[src/rtl/wdg_pkg.sv]
package wdg_pkg;

    typedef struct packed {
        logic cyc;
        logic stb;
    } mreq_t;

    typedef struct packed {
        logic stall;
        logic ack;
    } sresp_t;

    // A clock moves the bus forward when a request is taken or a reply returns.
    function automatic logic moves_forward(mreq_t req, sresp_t rsp);
        return (req.stb && !rsp.stall) || rsp.ack;
    endfunction

endpackage

[src/rtl/wdg_monitor.sv]
module wdg_monitor
    import wdg_pkg::*;
(
    input  mreq_t  req,
    input  sresp_t rsp,
    input  logic   released,
    output logic   active,
    output logic   progress
);
    always_comb begin
        active   = req.cyc && !released;
        progress = moves_forward(req, rsp);
    end
endmodule

[src/rtl/wdg_counter.sv]
module wdg_counter #(
    parameter int          CNT_W   = 30,
    parameter logic [63:0] TIMEOUT = 64'd500_000_000
) (
    input  logic clk,
    input  logic rst,
    input  logic active,
    input  logic progress,
    output logic expire
);
    localparam logic [CNT_W-1:0] LAST = CNT_W'(TIMEOUT - 64'd1);

    logic [CNT_W-1:0] stuck_cnt;

    always_comb expire = active && !progress && (stuck_cnt == LAST);

    always_ff @(posedge clk) begin
        if (rst || !active || progress || expire) begin
            stuck_cnt <= '0;
        end else begin
            stuck_cnt <= stuck_cnt + 1'b1;
        end
    end


    cnt_bound_chk: assert property (@(posedge clk) disable iff (rst)
        stuck_cnt <= LAST);


    idle_clear_chk: assert property (@(posedge clk) disable iff (rst)
        !active |=> stuck_cnt == '0);
endmodule

[src/rtl/wdg_release.sv]
module wdg_release (
    input  logic clk,
    input  logic rst,
    input  logic expire,
    input  logic mst_cyc,
    output logic err_pulse,
    output logic released
);
    always_ff @(posedge clk) begin
        if (rst) begin
            err_pulse <= 1'b0;
            released  <= 1'b0;
        end else begin
            err_pulse <= expire;
            if (expire)
                released <= 1'b1;
            else if (!mst_cyc)
                released <= 1'b0;
        end
    end


    err_single_chk: assert property (@(posedge clk) disable iff (rst)
        err_pulse |=> !err_pulse);


    err_releases_chk: assert property (@(posedge clk) disable iff (rst)
        err_pulse |-> released);


    hold_release_chk: assert property (@(posedge clk) disable iff (rst)
        released && mst_cyc |=> released);
endmodule

[src/rtl/bus_watchdog.sv]
module bus_watchdog
    import wdg_pkg::*;
#(
    parameter int          CNT_W   = 30,
    parameter logic [63:0] TIMEOUT = 64'd500_000_000
) (
    input  logic clk,
    input  logic rst,
    input  logic mst_cyc,
    input  logic mst_stb,
    output logic mst_stall,
    output logic mst_ack,
    output logic mst_err,
    output logic slv_cyc,
    output logic slv_stb,
    input  logic slv_stall,
    input  logic slv_ack
);
    mreq_t  req;
    sresp_t rsp;
    logic   active, progress, expire, released, err_pulse;

    always_comb begin
        req.cyc   = mst_cyc;
        req.stb   = mst_stb;
        rsp.stall = slv_stall;
        rsp.ack   = slv_ack;
    end

    wdg_monitor i_monitor (
        .req      (req),
        .rsp      (rsp),
        .released (released),
        .active   (active),
        .progress (progress)
    );

    wdg_counter #(.CNT_W(CNT_W), .TIMEOUT(TIMEOUT)) i_counter (
        .clk      (clk),
        .rst      (rst),
        .active   (active),
        .progress (progress),
        .expire   (expire)
    );

    wdg_release i_release (
        .clk       (clk),
        .rst       (rst),
        .expire    (expire),
        .mst_cyc   (mst_cyc),
        .err_pulse (err_pulse),
        .released  (released)
    );

    always_comb begin
        slv_cyc   = mst_cyc && !released;
        slv_stb   = mst_stb && !released;
        mst_stall = slv_stall || released;
        mst_ack   = slv_ack && !released;
        mst_err   = err_pulse;
    end


    width_ok_chk: assert property (@(posedge clk) disable iff (rst)
        (CNT_W >= 30) && (TIMEOUT >= 64'd1));


    ack_wins_chk: assert property (@(posedge clk) disable iff (rst)
        slv_ack && slv_cyc |=> !mst_err);


    err_drops_cyc_chk: assert property (@(posedge clk) disable iff (rst)
        mst_err |-> !slv_cyc && !slv_stb && mst_stall && !mst_ack);


    err_needs_cyc_chk: assert property (@(posedge clk) disable iff (rst)
        mst_err |-> $past(slv_cyc));
endmodule

[config.mk]
export PLATFORM = sky130hd
export DESIGN_NAME = bus_watchdog
export DESIGN_NICKNAME = d
export VERILOG_FILES = /design/src/rtl/wdg_pkg.sv /design/src/rtl/wdg_monitor.sv /design/src/rtl/wdg_counter.sv /design/src/rtl/wdg_release.sv /design/src/rtl/bus_watchdog.sv
export SDC_FILE = /design/constraint.sdc
export NUM_CORES = 1
export LEC_CHECK = 0
export BUFFER_PORTS_ARGS = -buffer_cell sky130_fd_sc_hd__buf_2
export CAP_MARGIN = 20
export CORE_ASPECT_RATIO = 0.6
export CORE_MARGIN = 3
export CORE_UTILIZATION = 55
export DETAILED_ROUTE_END_ITERATION = 7
export PLACE_DENSITY = 0.78
export SYNTH_ARGS = -nofsm -noshare
export SYNTH_HDL_FRONTEND = slang
export SYNTH_HIERARCHICAL = 1
export SYNTH_SLANG_ARGS = --single-unit
[constraint.sdc]
create_clock -name clk -period 5 [get_ports clk]
set_input_delay 0.25 -clock clk [delete_from_list [all_inputs] [get_ports clk]]
set_output_delay 0.25 -clock clk [all_outputs]
set_load 0.05 [all_outputs]
==> key figures, run 1 <==
Logic synthesis
  • Seq/Total Area, Yosys: 40.1%
  • Mapped Area: 1600 sq um
  • Seq cells post-synth: 32
  • Netlist cell types: 42
  • Syn. warnings: 6
  • Synthesized instance count: 192
  • Synth Flop Type: dfxtp_1
  • Synthesized net count: 199
  • Async set or reset register ratio after synthesis: 0%
  • Synthesized area per cell: around 8.3 sq um
  • Post-synth EDFFs: 0

Timing
  • Clock Skew: 0.00343 ns
  • Fin. max-slew vios: 0
  • WHS: between 0.15 and 0.2 ns
  • Final hold vios: 0
  • RSZ-0062 raised after global routing: no
  • Fin Setup TNS: 0 ns
  • Final critical-path setup slack: around 2.6 ns
  • # setup viols final: 0
  • Fmax: 419 MHz
  • Tcrit/Tclk final: a little under half
  • Min cycle time layout: 2.39 ns
  • Least-Margin Pin Slew: between 1 and 1.5 ns
  • Worst rel slew slack: around a quarter

Clock tree
  • Clk slew on worst S/H paths: 0.07 ns
  • CTS tree: yes
  • Cts bufs inserted: 5
  • Clk root buf: clkbuf_8
  • H-Tree Depth: 2
  • # hold bufs at CTS: 0
  • Post-CTS Resized: 0
  • Clock sink count: 32
  • Skew-Pair Late Insertion Delay: 0.29 ns
  • Clk buf depth: 2
  • Post-CTS Setup Repair Bufs: 0

Placement
  • Placed cell areas: 1660 sq um
  • HPWL Detailed: 2.77 mm
  • Post-placement setup slack: 2.71 ns
  • Port Buffers: 10
  • Placer Congestion: 0.848

Final layout
  • Antenna diode count: 0
  • Register area: roughly 640 sq um
  • Util after Layout: 66.6%
  • Nets@finish: 210
  • Fraction of layout cells with a size suffix above 1: 14.2%
  • Post-route cell area: 1750 sq um
  • Layout area overhead: 9.47%
  • Area occupied by multi-input gates: about 890 sq um
  • # fillers: 232

Global routing
  • Total track usage: 23.3%
  • Grt total ovfl: 0
  • Vias in the first global route: 1288
  • Antenna violations before repair: 0
  • Largest net degree at the start of global routing: 18
  • First-pass GRT wire length: 6.02 mm

Outcome
  • Status: completed

Pwr
  • Part of the power in registers: 53.3%
  • Gate power share: 3.7%
  • Int Power: 0.370 mW
  • Worst VDD drop: about 0.00019 V
  • Clock share of power: 43.0%
  • Sw Ratio: 22.9%
  • Leakage dissipation: 0.516 nW
  • PD cells: approximately 270 nW/um^2
  • Psw: 0.110 mW

Worst setup path
  • Startpoint Class: flip-flop
  • Critical Path End Type: flip-flop
  • Cell Chain, Critical Path: nor3_1, nand4_1, o41ai_1, mux2_2, nor2_1
  • Crit Path Max Fanout: 7
  • Worst R2R End: i_counter/stuck_cnt[8]$_SDFF_PP0_
  • Max incr delay on CP: 1.03 ns
  • Worst setup path class: flip-flop to flip-flop
  • R2r setup slk: 2.61 ns
  • CP max-delay cell: o41ai_1
  • Reg2reg path depth: 5
  • Worst Path Arrival: roughly 2.6 ns
  • Reg2reg start: i_counter/stuck_cnt[25]$_SDFF_PP0_
  • WP data required: approximately 5.2 ns

Route
  • DR vias/cell: between 6 and 7
  • Initial DRC Count: 181
  • Vias: approximately 1500
  • DRT Wirelength: 3.80 mm
  • Pre-antenna DRT Iters: 4
  • Drt drc: 0
  • DRT antenna net count: 0
  • Wire length per cell: 16.1 microns

Worst hold path
  • Min-delay worst type: primary input to flip-flop
  • Hold Path Sink: i_release/err_pulse$_SDFF_PP0_
  • HP Start: rst
  • Hold Crit Depth: 2

Run
  • Max Cap Violations: 0

Floorplanning
  • # rows: 14
  • Die X: 75.6 microns
  • Core ar.: 2630 sq um
  • Initial core utilization: 60.9%
  • Die Area: 3610 sq um
  • Die Span Y: 47.8 microns
  • Io pins: 11
==> worst max path at each step <==
stage / start / to / slack, ns / depth (start not counted)
after floorplan: slv_stall / i_counter/stuck_cnt[11]$_SDFF_PP0_ / 3.07 / 9
after global placement: slv_stall / i_counter/stuck_cnt[27]$_SDFF_PP0_ / 2.76 / 8
after detailed placement: slv_stall / i_counter/stuck_cnt[8]$_SDFF_PP0_ / 2.71 / 8
after CTS: i_counter/stuck_cnt[25]$_SDFF_PP0_ / i_counter/stuck_cnt[8]$_SDFF_PP0_ / 2.76 / 5
after global routing: i_release/released$_SDFFE_PP0P_ / i_counter/stuck_cnt[8]$_SDFF_PP0_ / 2.55 / 6
final: i_counter/stuck_cnt[25]$_SDFF_PP0_ / i_counter/stuck_cnt[8]$_SDFF_PP0_ / 2.61 / 5
==> metal layers <==
metal	vias up	global-route usage, %	routed length [microns]
li1	722	-	-
met1	686	30.7	1740
met2	72	34.1	1620
met3	10	8.81	383
met4	0	10.8	61
met5	-	0	0
==> worst max-delay path, delay by kind of cell, from the launching register on <==
| kind | cells | cell delay [ns] |
|---|---|---|
| and+or+nand+nor | 3 | 0.59 |
| muxes | 1 | 0.31 |
| AOI/OAI and AO/OA | 1 | 1.03 |
| DFF | 1 | 0.34 |
==> stage by stage <==
step	instances	power [mW]
floorplan	192	0.274
global placement	228	0.279
detailed placement	228	0.279
CTS	236	0.483
global route	236	0.495
finish	236	0.480
==> power by group through the flow <==
stage	sequential, mW	clock (mW)	combinational (mW)
after floorplan	0.261	0	0.0130
after global placement	0.261	0	0.0174
after detailed placement	0.261	0	0.0176
after CTS	0.256	0.210	0.0177
after global routing	0.255	0.221	0.0191
final	0.256	0.206	0.0179
==> layout make-up <==
type,instances,share of cell area (%)
flip-flops and latches,32,36.6
well taps,32,2.29
clock inverters,2,0.572
repair buffers,10,2.86
inverters,9,1.93
multi-input cells,145,51.0
clock buffers,6,4.72
==> Yosys cell counts (all sizes together) (2+ instances only) <==
cell type | n | area share [%]
buf | 2 | 1.0
nor2 | 24 | 5.6
xnor2 | 11 | 6.0
and3 | 2 | 0.78
xor2 | 4 | 2.2
clkbuf | 4 | 0.94
a31oi | 3 | 1.2
nor4 | 6 | 2.3
dfxtp | 32 | 40
inv | 9 | 2.1
a21oi | 10 | 3.1
nand2 | 12 | 2.8
o31ai | 2 | 0.94
or4 | 6 | 2.8
and4 | 3 | 1.6
nand4 | 6 | 2.3
and2b | 3 | 1.6
nand3 | 12 | 3.8
o21ai | 9 | 3.5
or2 | 2 | 0.78
or3 | 5 | 2.0
a311oi | 2 | 1.1
nor2b | 2 | 0.94
nor3 | 8 | 2.8
==> cells by family (layout without fill, tap and decap cells) <==
| group | after synthesis | after routing | synth area share (%) |
|---|---|---|---|
| simple gates | 97 | 97 | 33.7 |
| mux | 1 | 1 | 0.704 |
| fa+ha+maj | 1 | 1 | 0.782 |
| flops | 32 | 32 | 40.1 |
| compound gates | 31 | 31 | 12.4 |
| buf+inv | 15 | 27 | 4.07 |
| xor+xnor | 15 | 15 | 8.22 |
==> state kept, by name (all words and copies together), names as in the netlist <==
signal	cells
i_release/err_pulse	1
i_release/released	1
i_counter/stuck_cnt	30
==> cells in the final DEF (no fill, tap or decap), types with 2 or more instances in the layout <==
cell type / n
a21oi_1: 10
a311oi_1: 2
a31oi_1: 3
and2b_2: 3
and3_1: 2
and4_1: 3
buf_2: 10
clkbuf_8: 6
clkinv_2: 2
dfxtp_1: 32
inv_1: 9
nand2_1: 12
nand3_1: 12
nand4_1: 6
nor2_1: 24
nor3_1: 7
nor4_1: 6
o21ai_0: 8
o31ai_1: 2
or3_1: 5
or4_1: 6
xnor2_1: 11
xor2_1: 4
No activity file was read; power rests on OpenSTA's default activity.
==> inputs of run 2 (changes only) <==
- CORE_UTILIZATION: 55 -> 53
- clock period: 5 -> 2.15 ns (I/O delays scaled with it)
==> run 2 against run 1 <==
  * Non-clock buffer count grew 15
  * Clock skew grew 0.0060 ns
  * Hold slack lost 0.13 ns
  * Utilization grew 4.7 points
==> key figures, run 2 (same netlist as run 1, synthesis figures left out) <==
Outcome
  • Status: completed

Pwr
  • Leakage dissipation: 0.602 nW (+17%)
  • Worst VDD drop: 0.000474 V (+150%)
  • PD cells: 638 nW/um^2 (+130%)

Worst setup path
  • Max incr delay on CP: 0.64 ns (-0.39 ns)
  • Worst Path Arrival: 2.28 ns (-0.27 ns)
  • Worst setup path class: flip-flop to flip-flop
  • WP data required: 2.36 ns (-2.81 ns)
  • Reg2reg path depth: 5 (unchanged)
  • CP max-delay cell: nor4_1
  • Crit Path Max Fanout: 6 (-1)
  • R2r setup slk: 0.09 ns (-2.53 ns)
  • Startpoint Class: flip-flop
  • Worst R2R End: i_counter/stuck_cnt[20]$_SDFF_PP0_
  • Reg2reg start: i_counter/stuck_cnt[8]$_SDFF_PP0_
  • Critical Path End Type: flip-flop
  • Cell Chain, Critical Path: nand4_1, nor4_1, nand3_1, or3_1, a21oi_1
  • Crit path buffers/inverters: 0 (unchanged)
  • Crit path max-delay family: simple AND/OR/NAND/NOR gates

Global routing
  • Vias in the first global route: 1542 (+20%)
  • Antenna violations before repair: 0 (unchanged)
  • First-pass GRT wire length: 7.23 mm (+20%)
  • Largest net degree at the start of global routing: 18 (unchanged)
  • Grt total ovfl: 0 (unchanged)
  • Total track usage: 24.7% (+1.3 points)

Timing
  • Worst rel slew slack: 55.9% (+31 points)
  • Least-Margin Pin Slew: 0.655 ns (-0.460 ns)
  • Fin Setup TNS: 0 ns (unchanged)
  • RSZ-0062 raised after global routing: no
  • Fmax: 484 MHz (+16%)
  • Min cycle time layout: 2.06 ns (-0.323 ns)
  • Final hold vios: 0 (unchanged)
  • Fin. max-slew vios: 0 (unchanged)
  • Tcrit/Tclk final: 96.0% (+48 points)
  • Clock Skew: 0.00939 ns (+0.00595 ns)
  • # setup viols final: 0 (unchanged)

Floorplanning
  • Core ar.: 2680 sq um (+2.0%)
  • # rows: 14 (unchanged)
  • Die X: 76.9 microns (+1.7%)
  • Io pins: 11 (unchanged)
  • Die Span Y: 48.5 microns (+1.6%)
  • Die Area: 3730 sq um (+3.4%)
  • Initial core utilization: 59.7% (-1.2 points)

Final layout
  • Commonest non-fill, non-tap cell in the layout: dfxtp_1
  • Final std cells w/o fill: 259 (+9.7%)
  • Largest register FFs: 30 (unchanged)
  • Highest-count cells in the layout ignoring fill and taps: dfxtp_1, nor2_1, buf_4
  • Biggest register: i_counter/stuck_cnt
  • Fraction of layout cells with a size suffix above 1: 21.0% (+6.8 points)
  • # fillers: 213 (-8.2%)
  • Regs by FF count: i_counter/stuck_cnt x30, i_release/err_pulse x1, i_release/released x1
  • Nets@finish: 225 (+7.1%)
  • Antenna diode count: 0 (unchanged)
  • Layout area overhead: 19.5%

Clock tree
  • Clk root buf: clkbuf_8
  • Clk slew on worst S/H paths: 0.07 ns (about the same)
  • Clock sink count: 32 (unchanged)
  • CTS tree: yes
  • H-Tree Depth: 2 (unchanged)
  • Clk buf depth: 2 (unchanged)
  • # hold bufs at CTS: 0 (unchanged)
  • Skew-Pair Late Insertion Delay: 0.29 ns (about the same)
  • Cts bufs inserted: 5 (unchanged)

Worst hold path
  • Min-delay worst type: primary input to flip-flop
  • Hold Crit Depth: 2 (unchanged)
  • HP Start: rst
  • Hold Path Sink: i_release/released$_SDFFE_PP0P_

Route
  • Vias: 1627 (+9.2%)
  • Pre-antenna DRT Iters: 5 (+1)
  • DR vias/cell: 6.28 (-0.50%)
  • Initial DRC Count: 225 (+24%)
  • DRT Wirelength: 4.44 mm (+17%)
  • Wire length per cell: 17.2 microns (+6.5%)
  • DRT antenna net count: 0 (unchanged)
  • Drt drc: 0 (unchanged)

Run
  • Max Cap Violations: 0 (unchanged)

Placement
  • Port Buffers: 10 (unchanged)
  • HPWL Detailed: 3.16 mm (+14%)
  • Dpl cells: 249 (+9.2%)
  • Placer Congestion: 0.961 (+13%)
==> run 2: changes by cell type in the layout (fill, tap and decap cells not counted), sizes merged <==
cell	delta
clkbuf	-1
clkinvlp	+1
buf	+15
clkinv	-1
bufinv	+1
==> run 2: how the worst max path moves through the flow <==
stage	from	endpoint	depth (start not counted)
after floorplan	i_release/released$_SDFFE_PP0P_	i_counter/stuck_cnt[11]$_SDFF_PP0_	8
after global routing	i_counter/stuck_cnt[10]$_SDFF_PP0_	i_counter/stuck_cnt[10]$_SDFF_PP0_	6
final	i_counter/stuck_cnt[8]$_SDFF_PP0_	i_counter/stuck_cnt[20]$_SDFF_PP0_	5
after detailed placement	i_release/released$_SDFFE_PP0P_	i_counter/stuck_cnt[25]$_SDFF_PP0_	6
after CTS	i_release/released$_SDFFE_PP0P_	i_counter/stuck_cnt[7]$_SDFF_PP0_	7
after global placement	i_release/released$_SDFFE_PP0P_	i_counter/stuck_cnt[21]$_SDFF_PP0_	6
==> run 2: per-layer routing <==
layer / GRT usage (%) / wire [microns]
met5: 0 / 0
met4: 8.73 / 104
met3: 10.0 / 641
met2: 37.0 / 1850
met1: 31.9 / 1840
==> run 2: report_power, final <==
group | internal [mW] | leakage (nW) | switching (mW) | total [mW]
combinational | 0.0165 | 0.290 | 0.0317 | 0.0482
clock | 0.343 | 0.0541 | 0.235 | 0.577
sequential | 0.593 | 0.258 | 0.000488 | 0.594
==> run 2: final cells by class <==
| cell class | instances | area, sq um | share of cell area [%] |
|---|---|---|---|
| Timing Repair Buffer | 25 | 175 | 9.17 |
| Clock inverter | 3 | 42.5 | 2.23 |
| Tap cell | 40 | 50.0 | 2.62 |
| Multi-Input combinational cell | 145 | 900 | 47.1 |
| Clock buffer | 5 | 68.8 | 3.60 |
| Sequential cell | 32 | 641 | 33.5 |
| Inverter | 9 | 33.8 | 1.77 |
==> run 2: stage by stage <==
stage / worst slack, ns / area, sq um / hold slack [ns] / utilization, % / total power, mW
2_1_floorplan: 0.264 / 1600 / 0.173 / - / 0.638
3_3_place_gp: 0.120 / 1770 / 0.315 / 65.9 / 0.650
3_5_place_dp: 0.0128 / 1770 / 0.326 / 65.9 / 0.651
4_1_cts: 0.0636 / 1900 / 0.0269 / 70.8 / 1.23
5_1_grt: 0.0141 / 1910 / 0.0424 / 71.3 / 1.26
6_report: 0.0857 / 1910 / 0.0447 / 71.3 / 1.22
==> run 2: repair_timing <==
action	4_1_cts	5_1_grt
pin swaps	1	1
setup endpoints to repair	1	22
resized for setup	0	2
endpoints found under the hold margin	0	0
buffers inserted	1	1
